File: config.mk
export PLATFORM = sky130hd
export DESIGN_NAME = dma_req_arbiter
export DESIGN_NICKNAME = d
export VERILOG_FILES = /design/src/rtl/dma_arb_pkg.sv /design/src/rtl/dma_req_front.sv /design/src/rtl/dma_mask_timers.sv /design/src/rtl/dma_prio_pick.sv /design/src/rtl/dma_req_arbiter.sv
export SDC_FILE = /design/constraint.sdc
export NUM_CORES = 1
export LEC_CHECK = 0
export BUFFER_PORTS_ARGS = -buffer_cell sky130_fd_sc_hd__buf_4
export CAP_MARGIN = 10
export CORE_MARGIN = 2
export CORE_UTILIZATION = 54
export CTS_BUF_LIST = sky130_fd_sc_hd__clkbuf_16
export DETAILED_ROUTE_END_ITERATION = 6
export PLACE_DENSITY_LB_ADDON = 0.2
export RECOVER_POWER = 25
export SYNTH_ARGS = -nofsm -noshare
export SYNTH_HDL_FRONTEND = slang
export SYNTH_SLANG_ARGS = --single-unit
export TNS_END_PERCENT = 50
File: constraint.sdc
create_clock -name clk -period 2.34 [get_ports clk]
set_input_delay 0.234 -clock clk [delete_from_list [all_inputs] [get_ports clk]]
set_output_delay 0.234 -clock clk [all_outputs]
set_load 0.005 [all_outputs]
File: src/rtl/dma_arb_pkg.sv
package dma_arb_pkg;
  typedef enum logic {
    SENSE_LEVEL = 1'b0,
    SENSE_FALL  = 1'b1
  } sense_t;

  localparam int unsigned DEF_CHANNELS = 8;
  localparam int unsigned DEF_MASK_W   = 8;
endpackage

File: src/rtl/dma_req_front.sv
module dma_req_front #(
  parameter int unsigned NUM_CH = 8
) (
  input  logic              clk,
  input  logic              rst,
  input  logic [NUM_CH-1:0] req_n,
  input  logic [NUM_CH-1:0] sense_edge,
  input  logic [NUM_CH-1:0] take,
  output logic [NUM_CH-1:0] want
);
  import dma_arb_pkg::*;

  logic [NUM_CH-1:0] meta_q, sync_q, prev_q, pend_q;

  // two-flop synchronizer plus delayed copy for edge detection
  always_ff @(posedge clk) begin
    if (rst) begin
      meta_q <= '1;
      sync_q <= '1;
      prev_q <= '1;
    end else begin
      meta_q <= req_n;
      sync_q <= meta_q;
      prev_q <= sync_q;
    end
  end

  for (genvar c = 0; c < NUM_CH; c++) begin : g_ch
    logic fall;
    assign fall = prev_q[c] & ~sync_q[c];

    // pending edge request: merges repeated edges, cleared when granted
    always_ff @(posedge clk) begin
      if (rst) pend_q[c] <= 1'b0;
      else     pend_q[c] <= (sense_t'(sense_edge[c]) == SENSE_FALL) &&
                            ((pend_q[c] | fall) & ~take[c]);
    end

    always_comb begin
      if (sense_t'(sense_edge[c]) == SENSE_FALL) want[c] = pend_q[c] | fall;
      else                                       want[c] = ~sync_q[c];
    end
  end
endmodule

File: src/rtl/dma_mask_timers.sv
module dma_mask_timers #(
  parameter int unsigned NUM_CH = 8,
  parameter int unsigned MASK_W = 8
) (
  input  logic              clk,
  input  logic              rst,
  input  logic [NUM_CH-1:0] load,
  input  logic [MASK_W-1:0] mask_cycles,
  output logic [NUM_CH-1:0] masked
);
  for (genvar c = 0; c < NUM_CH; c++) begin : g_tmr
    logic [MASK_W-1:0] cnt_q;

    always_ff @(posedge clk) begin
      if (rst)                cnt_q <= '0;
      else if (load[c])       cnt_q <= mask_cycles;
      else if (cnt_q != '0)   cnt_q <= cnt_q - 1'b1;
    end

    assign masked[c] = (cnt_q != '0);
  end
endmodule

File: src/rtl/dma_prio_pick.sv
module dma_prio_pick #(
  parameter int unsigned NUM_CH = 8,
  parameter int unsigned IDX_W  = 3
) (
  input  logic [NUM_CH-1:0] elig,
  output logic              any,
  output logic [NUM_CH-1:0] win_oh,
  output logic [IDX_W-1:0]  win_idx
);
  // scan from the lowest priority upward so the lowest index overwrites
  always_comb begin
    win_oh  = '0;
    win_idx = '0;
    for (int i = NUM_CH - 1; i >= 0; i--) begin
      if (elig[i]) begin
        win_oh    = '0;
        win_oh[i] = 1'b1;
        win_idx   = IDX_W'(i);
      end
    end
  end

  assign any = |elig;
endmodule

File: src/rtl/dma_req_arbiter.sv
module dma_req_arbiter #(
  parameter int unsigned NUM_CH = dma_arb_pkg::DEF_CHANNELS,
  parameter int unsigned MASK_W = dma_arb_pkg::DEF_MASK_W,
  localparam int unsigned IDX_W = (NUM_CH > 1) ? $clog2(NUM_CH) : 1
) (
  input  logic              clk,
  input  logic              rst,
  input  logic [NUM_CH-1:0] req_n,
  input  logic [NUM_CH-1:0] sense_edge,
  input  logic [MASK_W-1:0] mask_cycles,
  input  logic              xfer_done,
  output logic [NUM_CH-1:0] grant,
  output logic [IDX_W-1:0]  grant_idx,
  output logic              busy
);
  logic [NUM_CH-1:0] want, masked, elig, win_oh, take, load;
  logic [IDX_W-1:0]  win_idx;
  logic              any, issue, finish;

  assign issue  = ~busy & any;
  assign finish = busy & xfer_done;
  assign take   = issue ? win_oh : '0;
  assign load   = finish ? (grant & ~sense_edge) : '0;
  assign elig   = want & ~masked;

  dma_req_front #(.NUM_CH(NUM_CH)) front_i (
    .clk(clk), .rst(rst), .req_n(req_n), .sense_edge(sense_edge),
    .take(take), .want(want)
  );

  dma_mask_timers #(.NUM_CH(NUM_CH), .MASK_W(MASK_W)) mask_i (
    .clk(clk), .rst(rst), .load(load), .mask_cycles(mask_cycles),
    .masked(masked)
  );

  dma_prio_pick #(.NUM_CH(NUM_CH), .IDX_W(IDX_W)) pick_i (
    .elig(elig), .any(any), .win_oh(win_oh), .win_idx(win_idx)
  );

  always_ff @(posedge clk) begin
    if (rst) begin
      busy      <= 1'b0;
      grant     <= '0;
      grant_idx <= '0;
    end else if (finish) begin
      busy      <= 1'b0;
      grant     <= '0;
      grant_idx <= '0;
    end else if (issue) begin
      busy      <= 1'b1;
      grant     <= win_oh;
      grant_idx <= win_idx;
    end
  end

  // at most one grant bit, and the index matches it while busy
  assert_grant_onehot_R2: assert property (@(posedge clk) disable iff (rst)
    $onehot0(grant) && (busy == (grant != '0)));
  assert_idx_match_R2: assert property (@(posedge clk) disable iff (rst)
    busy |-> grant[grant_idx]);
  // no change of grant until the transfer ends
  assert_no_preempt_R3: assert property (@(posedge clk) disable iff (rst)
    (busy && !xfer_done) |=> (busy && $stable(grant)));
  // done releases the grant on the next edge
  assert_release_R4: assert property (@(posedge clk) disable iff (rst)
    (busy && xfer_done) |=> !busy);
  // nothing of higher priority than the winner was eligible
  assert_fixed_prio_R1: assert property (@(posedge clk) disable iff (rst)
    (!busy && (elig != '0)) |=> (busy && (($past(elig) & (grant - 1'b1)) == '0)));
  // a masked channel is never granted
  assert_mask_hides_R7: assert property (@(posedge clk) disable iff (rst)
    !busy |=> ((grant & $past(masked)) == '0));
endmodule

==> impl_metrics.env, run 1 <==
export IMPL_status="completed"
export IMPL_antenna_found_initial=0
export IMPL_core_area_um2=9684
export IMPL_clkSinkCount=108
export IMPL_slew_limit_headroom_pct=59.64
export IMPL_grt_max_degree=90
export IMPL_final_hold_viol_count=0
export IMPL_p_int_mw=5.044
export IMPL_finalCritPeriodShare_pct=93.67
export IMPL_skew_ns=0.007900
export IMPL_ff2ff_path_depth=7
export IMPL_ir_drop_uv=654.8
export IMPL_finalSetupTns_ns=0
export IMPL_path_max_fanout=4
export IMPL_finalInstanceArea_um2=6153
export IMPL_synthFlopType="dfxtp_1"
export IMPL_utilization_pct=63.54
export IMPL_min_period_ns=2.192
export IMPL_drt_vias_per_instance=5.704
export IMPL_root_buffer="clkbuf_16"
export IMPL_holdCritPathClass="input pin to flip-flop"
export IMPL_place_ws_ns=0.03673
export IMPL_die_h_um=103.2
export IMPL_routed_wl_um=12860
export IMPL_gp_congestion=0.8759
export IMPL_share_clk_of_total_power_pct=17.8
export IMPL_synth_edf_count=0
export IMPL_setup_viol_count_final=0
export IMPL_antennaDiodeCount=0
export IMPL_routedWlPerCell_um=15.87
export IMPL_grt_overflow_total=0
export IMPL_rows=36
export IMPL_dp_hpwl_um=9000
export IMPL_fmax_mhz=456.2
export IMPL_place_area_um2=5837
export IMPL_whs_path_depth=2
export IMPL_drive_gt1_share_pct=15.66
export IMPL_yosysWarnings=0
export IMPL_cap_violations=0
export IMPL_end_kind="flip-flop"
export IMPL_clkTransAtPathRegs_ns=0.08
export IMPL_powerDensity_nw_per_um2=1343
export IMPL_synthArstFlopShare_pct=0
export IMPL_syn_to_final_growth_pct=15.72
export IMPL_yosys_top_cells_area="dfxtp_1 41%, nor2_1 5.4%, nand2_1 4.4%, a211oi_1 4.4%, ha_1 3.8%"
export IMPL_synth_fp_nets=671
export IMPL_hold_buffers=0
export IMPL_vias=4620
export IMPL_clk_latency_ns=0.36
export IMPL_ys_ff_latch=108
export IMPL_yosysUniqueCellTypes=53
export IMPL_combPwrFrac_pct=48.3
export IMPL_finalHoldWorstSlack_ns=0.05611
export IMPL_die_w_um=103.2
export IMPL_firstDrtPassIters=5
export IMPL_synth_top_area_share_pct=40.66
export IMPL_postRouteAntennaNets=0
export IMPL_cts_tree="yes"
export IMPL_p_sw_mw=3.218
export IMPL_p_leak_nw=2.519
export IMPL_grt_usage_pct=25.40
export IMPL_port_buffers=38
export IMPL_cts_buffer_depth=2
export IMPL_fin_nets=715
export IMPL_avgSynthCellArea_um2=8.468
export IMPL_cts_max_level=3
export IMPL_io_pins=39
export IMPL_p_sw_share_pct=38.95
export IMPL_power_total_mw=8.262
export IMPL_cp_data_arrival_time_ns=2.48
export IMPL_pwr_share_seq_pct=33.9
export IMPL_report_final_slew_viol_count=0
export IMPL_required_ns=2.62
export IMPL_cts_made_buffers=9
export IMPL_postCtsSetupBuffers=0
export IMPL_netlist_area_um2=5318
export IMPL_rsz0062_at_grt="false"
export IMPL_grt_pass1_vias=4148
export IMPL_cts_repair_resized=0
export IMPL_place_inst=794
export IMPL_synthCells=628
export IMPL_path_class="flip-flop to flip-flop"
export IMPL_synth_area_leader_cell="dfxtp_1"
export IMPL_yosysSeqAreaShare_pct=40.66
export IMPL_stdcell_count=810
export IMPL_grt_pass1_wl_um=20710
export IMPL_drtIter0Drc=234
export IMPL_start_kind="flip-flop"
export IMPL_setup_slack_ns=0.1480
export IMPL_drc=0
export IMPL_tightestPinTransition_ns=0.6040
export IMPL_fp_dieArea_um2=10660
export IMPL_initial_core_util_pct=54.91
==> Yosys cell counts, drive strengths merged (2+ instances only) <==
master and instances:
nor4bb 3, clkbuf 23, nand2 63, inv 32
o21ai 13, and2 8, o2111a 3, nor3b 9
nand4b 2, a2bb2oi 6, or2 19, or3 4
a21oi 37, a22o 3, o211ai 7, nor3 18
a31oi 6, ha 16, and3 4, a211oi 31
nand3 7, nor2 77, nor4b 7, xor2 16
buf 3, nand3b 6, xnor2 18, or4 5
a2111oi 2, nor4 11, dfxtp 108, mux2i 10
nand2b 6, o2bb2ai 2, a22oi 14, o22ai 4
nor2b 16
==> power by group through the flow <==
stage               registers (mW)  logic (mW)  clock network (mW)
floorplan                     2.72        2.98                   0
global placement              2.79        3.77                   0
detailed placement            2.80        3.88                   0
CTS                           2.77        3.91                1.51
global route                  2.87        4.45                1.58
finish                        2.80        3.99                1.47
==> final cells by class <==
type                       instances  area [um^2]
multi-input combinational        461         2975
clock buffer                       9        225.2
inverter                          33        123.9
clock inverter                     7        56.30
tap                              133        166.4
timing repair buffer              59        444.2
fill                             826         3531
sequential                       108         2162
==> per-layer routing <==
layer | wire, um | vias up | track usage [%]
met2 | 5913 | 119 | 40.11
met3 | 669 | 12 | 5.578
met4 | 165 | 0 | 7.692
met1 | 6108 | 2191 | 35.00
met5 | 0 | - | 0
li1 | - | 2298 | -
==> cells in the final DEF, fill, tap and decap left out, types with 18 or more instances in the layout <==
| cell type | instances |
|---|---|
| xnor2_1 | 18 |
| inv_1 | 32 |
| buf_4 | 51 |
| a21oi_1 | 37 |
| nor2_1 | 76 |
| or2_2 | 19 |
| nand2_1 | 63 |
| nor3_1 | 18 |
| dfxtp_1 | 108 |
| a211oi_1 | 31 |
==> registers in the layout, indices dropped and copies added (netlist names) <==
register,cells
front_i.pend_q,8
front_i.meta_q,8
grant_idx,3
busy,1
front_i.prev_q,8
mask_i.g_tmr.cnt_q,64
grant,8
front_i.sync_q,8
==> critical path: stages, from the launching register on <==
cell and delay (ns):
dfxtp_1 0.34, nor4_1 0.40, nand4_1 0.32, buf_4 0.26, a211oi_1 0.28, o221a_2 0.28
o211ai_1 0.08, a21oi_1 0.16
==> path summary, 6_finish.rpt <==
path	from	endpoint	slack, ns
setup / recovery	mask_i.g_tmr[7].cnt_q[3]	grant_idx[0]	0.15
hold / removal	req_n[7]	front_i.meta_q[7]	0.06
setup reg to reg	mask_i.g_tmr[7].cnt_q[3]	grant_idx[0]	0.15
hold reg to reg	front_i.meta_q[3]	front_i.sync_q[3]	0.41
==> kinds of logic (layout without fill, tap and decap cells) <==
group                      Yosys count  after routing  share of synthesized area, %
adders and majority gates           16             16                         3.765
and+or+nand+nor                    267            267                         26.26
AOI/OAI and AO/OA                  133            133                         17.36
muxes                               11             11                         2.094
buffers and inverters               59            108                         4.259
DFF                                108            108                         40.66
xor gates and xnor gates            34             34                         5.600
Power figures use the tool's default switching activity.
==> inputs of run 2 (changes only) <==
- CORE_UTILIZATION: 54 -> 55
- clock period: 2.34 -> 2.7 ns (I/O delays scaled with it)
==> impl_metrics.env, run 2 (synthesized netlist as in run 1, its figures left out) <==
export IMPL_status="completed"
export IMPL_place_area_um2=5752
export IMPL_die_w_um=102.3
export IMPL_initial_core_util_pct=57.01
export IMPL_fillers=766
export IMPL_finalSetupTns_ns=0
export IMPL_core_area_um2=9328
export IMPL_skew_ns=0.008354
export IMPL_clkSinkCount=108
export IMPL_gp_congestion=0.8754
export IMPL_routedWlPerCell_um=16.15
export IMPL_required_ns=2.92
export IMPL_cts_tree="yes"
export IMPL_clk_latency_ns=0.35
export IMPL_postCtsSetupBuffers=0
export IMPL_syn_to_final_growth_pct=14.02
export IMPL_routed_wl_um=12870
export IMPL_fp_dieArea_um2=10470
export IMPL_cts_buffer_depth=2
export IMPL_die_h_um=102.3
export IMPL_hold_end="front_i.meta_q[6]"
export IMPL_grt_pass1_vias=4205
export IMPL_grtUsageMet1_pct=35.74
export IMPL_crit_buf_inv=0
export IMPL_stdcell_count=797
export IMPL_cp_slowest_stage_delay_ns=0.53
export IMPL_multi_input_area_um2=2929
export IMPL_tightestPinTransition_ns=1.366
export IMPL_ff2ff_path_depth=5
export IMPL_drive_gt1_share_pct=13.77
export IMPL_final_cell_mix="108 x dfxtp_1, 76 x nor2_1, 63 x nand2_1"
export IMPL_mostFrequentLayoutCell="dfxtp_1"
export IMPL_setup_viol_count_final=0
export IMPL_port_buffers=38
export IMPL_place_ws_ns=0.4043
export IMPL_vias=4559
export IMPL_start_kind="flip-flop"
export IMPL_grt_pass1_wl_um=20910
export IMPL_top_register="mask_i.g_tmr.cnt_q"
export IMPL_utilization_pct=65.00
export IMPL_path_class="flip-flop to flip-flop"
export IMPL_slew_limit_headroom_pct=8.957
export IMPL_rows=35
export IMPL_path_cells="nor4_2 -> nor4bb_1 -> a2bb2oi_1 -> and2_1 -> a2111oi_0"
export IMPL_dp_hpwl_um=8905
export IMPL_cp_data_arrival_time_ns=2.61
export IMPL_cpMaxStageDelayCell="nor4bb_1"
export IMPL_rr_startpoint="mask_i.g_tmr[2].cnt_q[2]"
export IMPL_report_final_slew_viol_count=0
export IMPL_finalCritPeriodShare_pct=88.37
export IMPL_io_pins=39
export IMPL_grt_usage_pct=25.88
export IMPL_cts_max_level=3
export IMPL_setup_slack_ns=0.3141
export IMPL_grt_overflow_total=0
export IMPL_ir_drop_uv=618.8
export IMPL_r2r_end="front_i.pend_q[6]"
export IMPL_holdCritPathClass="input pin to flip-flop"
export IMPL_finalInstanceArea_um2=6063
export IMPL_hold_buffers=0
export IMPL_firstDrtPassIters=4
export IMPL_drt_vias_per_instance=5.720
export IMPL_path_delay_family="simple AND/OR/NAND/NOR gates"
export IMPL_powerDensity_nw_per_um2=1180
export IMPL_cts_repair_resized=0
export IMPL_p_leak_nw=2.476
export IMPL_antennaDiodeCount=0
export IMPL_rsz0062_at_grt="false"
export IMPL_grt_max_degree=66
export IMPL_largest_reg_flops=64
export IMPL_seq_area_um2=2162
export IMPL_rrSetupSlack_ns=0.31
export IMPL_path_max_fanout=7
export IMPL_postRouteAntennaNets=0
export IMPL_min_period_ns=2.386
export IMPL_root_buffer="clkbuf_16"
export IMPL_met2_usage_pct=41.24
export IMPL_met3_usage_pct=5.062
export IMPL_drc=0
export IMPL_fmax_mhz=419.1
export IMPL_antenna_found_initial=0
export IMPL_fin_nets=706
export IMPL_place_inst=781
export IMPL_cts_made_buffers=9
export IMPL_cap_violations=0
export IMPL_whs_path_depth=2
export IMPL_gr_max_usage_layer="met2"
export IMPL_critical_path_depth=5
export IMPL_drtIter0Drc=211
export IMPL_hold_start="req_n[6]"
export IMPL_final_hold_viol_count=0
export IMPL_end_kind="flip-flop"
export IMPL_clkTransAtPathRegs_ns=0.07
run 2: changes by cell type in the layout (fill, tap and decap cells not counted), moves of 2 or more:
| cell | delta |
|---|---|
| buf_4 | -9 |
| bufinv_16 | +2 |
| inv_6 | -2 |
| nor4bb_1 | +2 |
run 2: worst max path at each step:
stage                                   from                end  slack [ns]
finish              mask_i.g_tmr[2].cnt_q[2]  front_i.pend_q[6]        0.31
global route        mask_i.g_tmr[5].cnt_q[0]  front_i.pend_q[0]        0.11
CTS                 mask_i.g_tmr[0].cnt_q[0]  front_i.pend_q[7]        0.38
detailed placement  mask_i.g_tmr[5].cnt_q[0]  front_i.pend_q[0]        0.40
global placement    mask_i.g_tmr[5].cnt_q[0]  front_i.pend_q[0]        0.51
floorplan           mask_i.g_tmr[6].cnt_q[3]           grant[1]        0.50
run 2: layer usage:
metal	wire length, um	part of all wire, %
met1	6045	47
met2	5882	46
met3	715	5.6
met4	229	1.8
met5	0	0
run 2: metrics by stage:
| stage | hold slack (ns) | power, mW |
|---|---|---|
| after global placement | 0.3927 | 5.580 |
| after floorplan | 0.3738 | 4.945 |
| final | 0.1005 | 7.154 |
| after detailed placement | 0.3933 | 5.689 |
| after global routing | 0.08831 | 7.692 |
| after CTS | 0.09339 | 7.152 |
run 2: final cells by class:
cell class / instances / share of cell area [%]
clock buffers: 9 / 3.714
clock inverters: 7 / 1.589
inverters: 33 / 2.043
multi-input cells: 461 / 48.31
flip-flops and latches: 108 / 35.66
well taps: 129 / 2.662
repair buffers: 50 / 6.026
run 2: report_power, final:
group	internal, mW	leakage (nW)	total, mW	switching, mW
logic	1.59	1.43	3.31	1.72
registers	2.02	0.889	2.42	0.398
clock network	0.818	0.155	1.43	0.608
==> inputs of run 3 (changes only) <==
- HOLD_SLACK_MARGIN: not set -> 0.05
- clock period: 2.7 -> 2.83 ns (I/O delays scaled with it)
==> impl_metrics.env, run 3 (synthesized netlist as in run 1, its figures left out) <==
export IMPL_syn_to_final_growth_pct=13.11
export IMPL_start_kind="flip-flop"
export IMPL_end_kind="flip-flop"
export IMPL_clkTransAtPathRegs_ns=0.07
export IMPL_violations="capacitance limit, slew limit"
export IMPL_pwr_share_seq_pct=34.5
export IMPL_vias=4572
export IMPL_initial_core_util_pct=57.01
export IMPL_rows=35
export IMPL_rsz0062_at_grt="false"
export IMPL_cp_data_arrival_time_ns=2.59
export IMPL_slew_limit_headroom_pct=-5.770
export IMPL_p_sw_mw=2.631
export IMPL_share_clk_of_total_power_pct=18.4
export IMPL_p_int_mw=4.056
export IMPL_finalCritPeriodShare_pct=83.83
export IMPL_grt_overflow_total=0
export IMPL_holdCritPathClass="input pin to flip-flop"
export IMPL_utilization_pct=64.48
export IMPL_fp_dieArea_um2=10470
export IMPL_path_max_fanout=7
export IMPL_gp_congestion=0.9145
export IMPL_report_final_slew_viol_count=84
export IMPL_p_leak_nw=2.458
export IMPL_combPwrFrac_pct=47.1
export IMPL_finalInstanceArea_um2=6015
export IMPL_path_class="flip-flop to flip-flop"
export IMPL_core_area_um2=9328
export IMPL_final_hold_viol_count=0
export IMPL_cts_max_level=3
export IMPL_cp_slowest_stage_delay_ns=0.50
export IMPL_cts_buffer_depth=2
export IMPL_p_sw_share_pct=39.34
export IMPL_place_area_um2=5737
export IMPL_seq_area_um2=2162
export IMPL_finalHoldWorstSlack_ns=0.1071
export IMPL_die_h_um=102.3
export IMPL_path_cells="inv_1 -> ha_1 -> nor3b_1 -> nand2_1 -> a2bb2oi_1 -> a41oi_4 -> a2111oi_0"
export IMPL_cts_made_buffers=9
export IMPL_root_buffer="clkbuf_16"
export IMPL_final_cell_mix="108 x dfxtp_1, 76 x nor2_1, 63 x nand2_1"
export IMPL_powerDensity_nw_per_um2=1112
export IMPL_antenna_found_initial=0
export IMPL_mostFrequentLayoutCell="dfxtp_1"
export IMPL_drt_vias_per_instance=5.751
export IMPL_port_buffers=38
export IMPL_top_register="mask_i.g_tmr.cnt_q"
export IMPL_clkSinkCount=108
export IMPL_grt_pass1_vias=4243
export IMPL_finalSetupTns_ns=0
export IMPL_firstDrtPassIters=5
export IMPL_place_ws_ns=0.5276
export IMPL_grt_usage_pct=25.54
export IMPL_required_ns=3.05
export IMPL_ir_drop_uv=454.5
export IMPL_cts_tree="yes"
export IMPL_skew_ns=0.007124
export IMPL_fmax_mhz=421.5
export IMPL_tightestPinTransition_ns=1.587
export IMPL_largest_reg_flops=64
export IMPL_setup_viol_count_final=0
export IMPL_grt_pass1_wl_um=20760
export IMPL_routed_wl_um=12560
export IMPL_drc=0
export IMPL_io_pins=39
export IMPL_drtIter0Drc=163
export IMPL_grt_max_degree=84
export IMPL_antennaDiodeCount=0
export IMPL_cpMaxStageDelayCell="a2111oi_0"
export IMPL_drive_gt1_share_pct=13.66
export IMPL_status="finished, violations left"
export IMPL_hold_buffers=0
export IMPL_cap_violations=1
export IMPL_fin_nets=704
export IMPL_setup_slack_ns=0.4576
export IMPL_postRouteAntennaNets=0
export IMPL_die_w_um=102.3
export IMPL_clk_latency_ns=0.36
export IMPL_fillers=815
export IMPL_postCtsSetupBuffers=0
export IMPL_min_period_ns=2.372
export IMPL_dp_hpwl_um=8865
export IMPL_routedWlPerCell_um=15.79
export IMPL_multi_input_area_um2=2929
export IMPL_cts_repair_resized=0
-- run 3: power by group through the flow --
stage | logic [mW] | clock network, mW | registers, mW
after floorplan | 2.47 | 0 | 2.25
after global placement | 3.01 | 0 | 2.32
after detailed placement | 3.11 | 0 | 2.32
after CTS | 3.14 | 1.25 | 2.30
after global routing | 3.54 | 1.31 | 2.36
final | 3.15 | 1.23 | 2.31
-- run 3: path summary, 6_finish.rpt --
kind	from	endpoint	slack, ns	depth (start not counted)
worst min-delay path	req_n[3]	front_i.meta_q[3]	0.11	2
worst max-delay path	mask_i.g_tmr[5].cnt_q[0]	front_i.pend_q[0]	0.46	7
worst max register to register	mask_i.g_tmr[5].cnt_q[0]	front_i.pend_q[0]	0.46	7
worst min register to register	front_i.meta_q[6]	front_i.sync_q[6]	0.41	1
-- run 3: cell type report --
type	instances	share of cell area (%)
inverters	33	2.059
clock inverters	7	0.9777
repair buffers	48	5.887
well taps	129	2.684
flip-flops and latches	108	35.95
clock buffers	9	3.745
multi-input cells	461	48.70
-- run 3: per-layer routing --
metal  vias to the layer above  track usage, %  routed length (um)
met1                      2171           35.18                5831
met2                       104           41.09                5901
met5                         -               0                   0
li1                       2278               -                   -
met4                         0           7.179                 187
met3                        19           4.925                 637
-- run 3: worst max-delay path, delay by kind of cell (launching register included) --
family	cells	cell delay, ns
adder cells (fa/ha/maj)	1	0.20
AND/OR/NAND/NOR	2	0.32
flip-flops	1	0.37
AO/OA/AOI/OAI	3	1.26
buffers and inverters	1	0.08
-- run 3: per-stage QoR --
stage | total power [mW] | std cells
3_3_place_gp | 5.330 | 779
2_1_floorplan | 4.718 | 628
4_1_cts | 6.687 | 795
5_1_grt | 7.213 | 795
6_report | 6.687 | 795
3_5_place_dp | 5.430 | 779
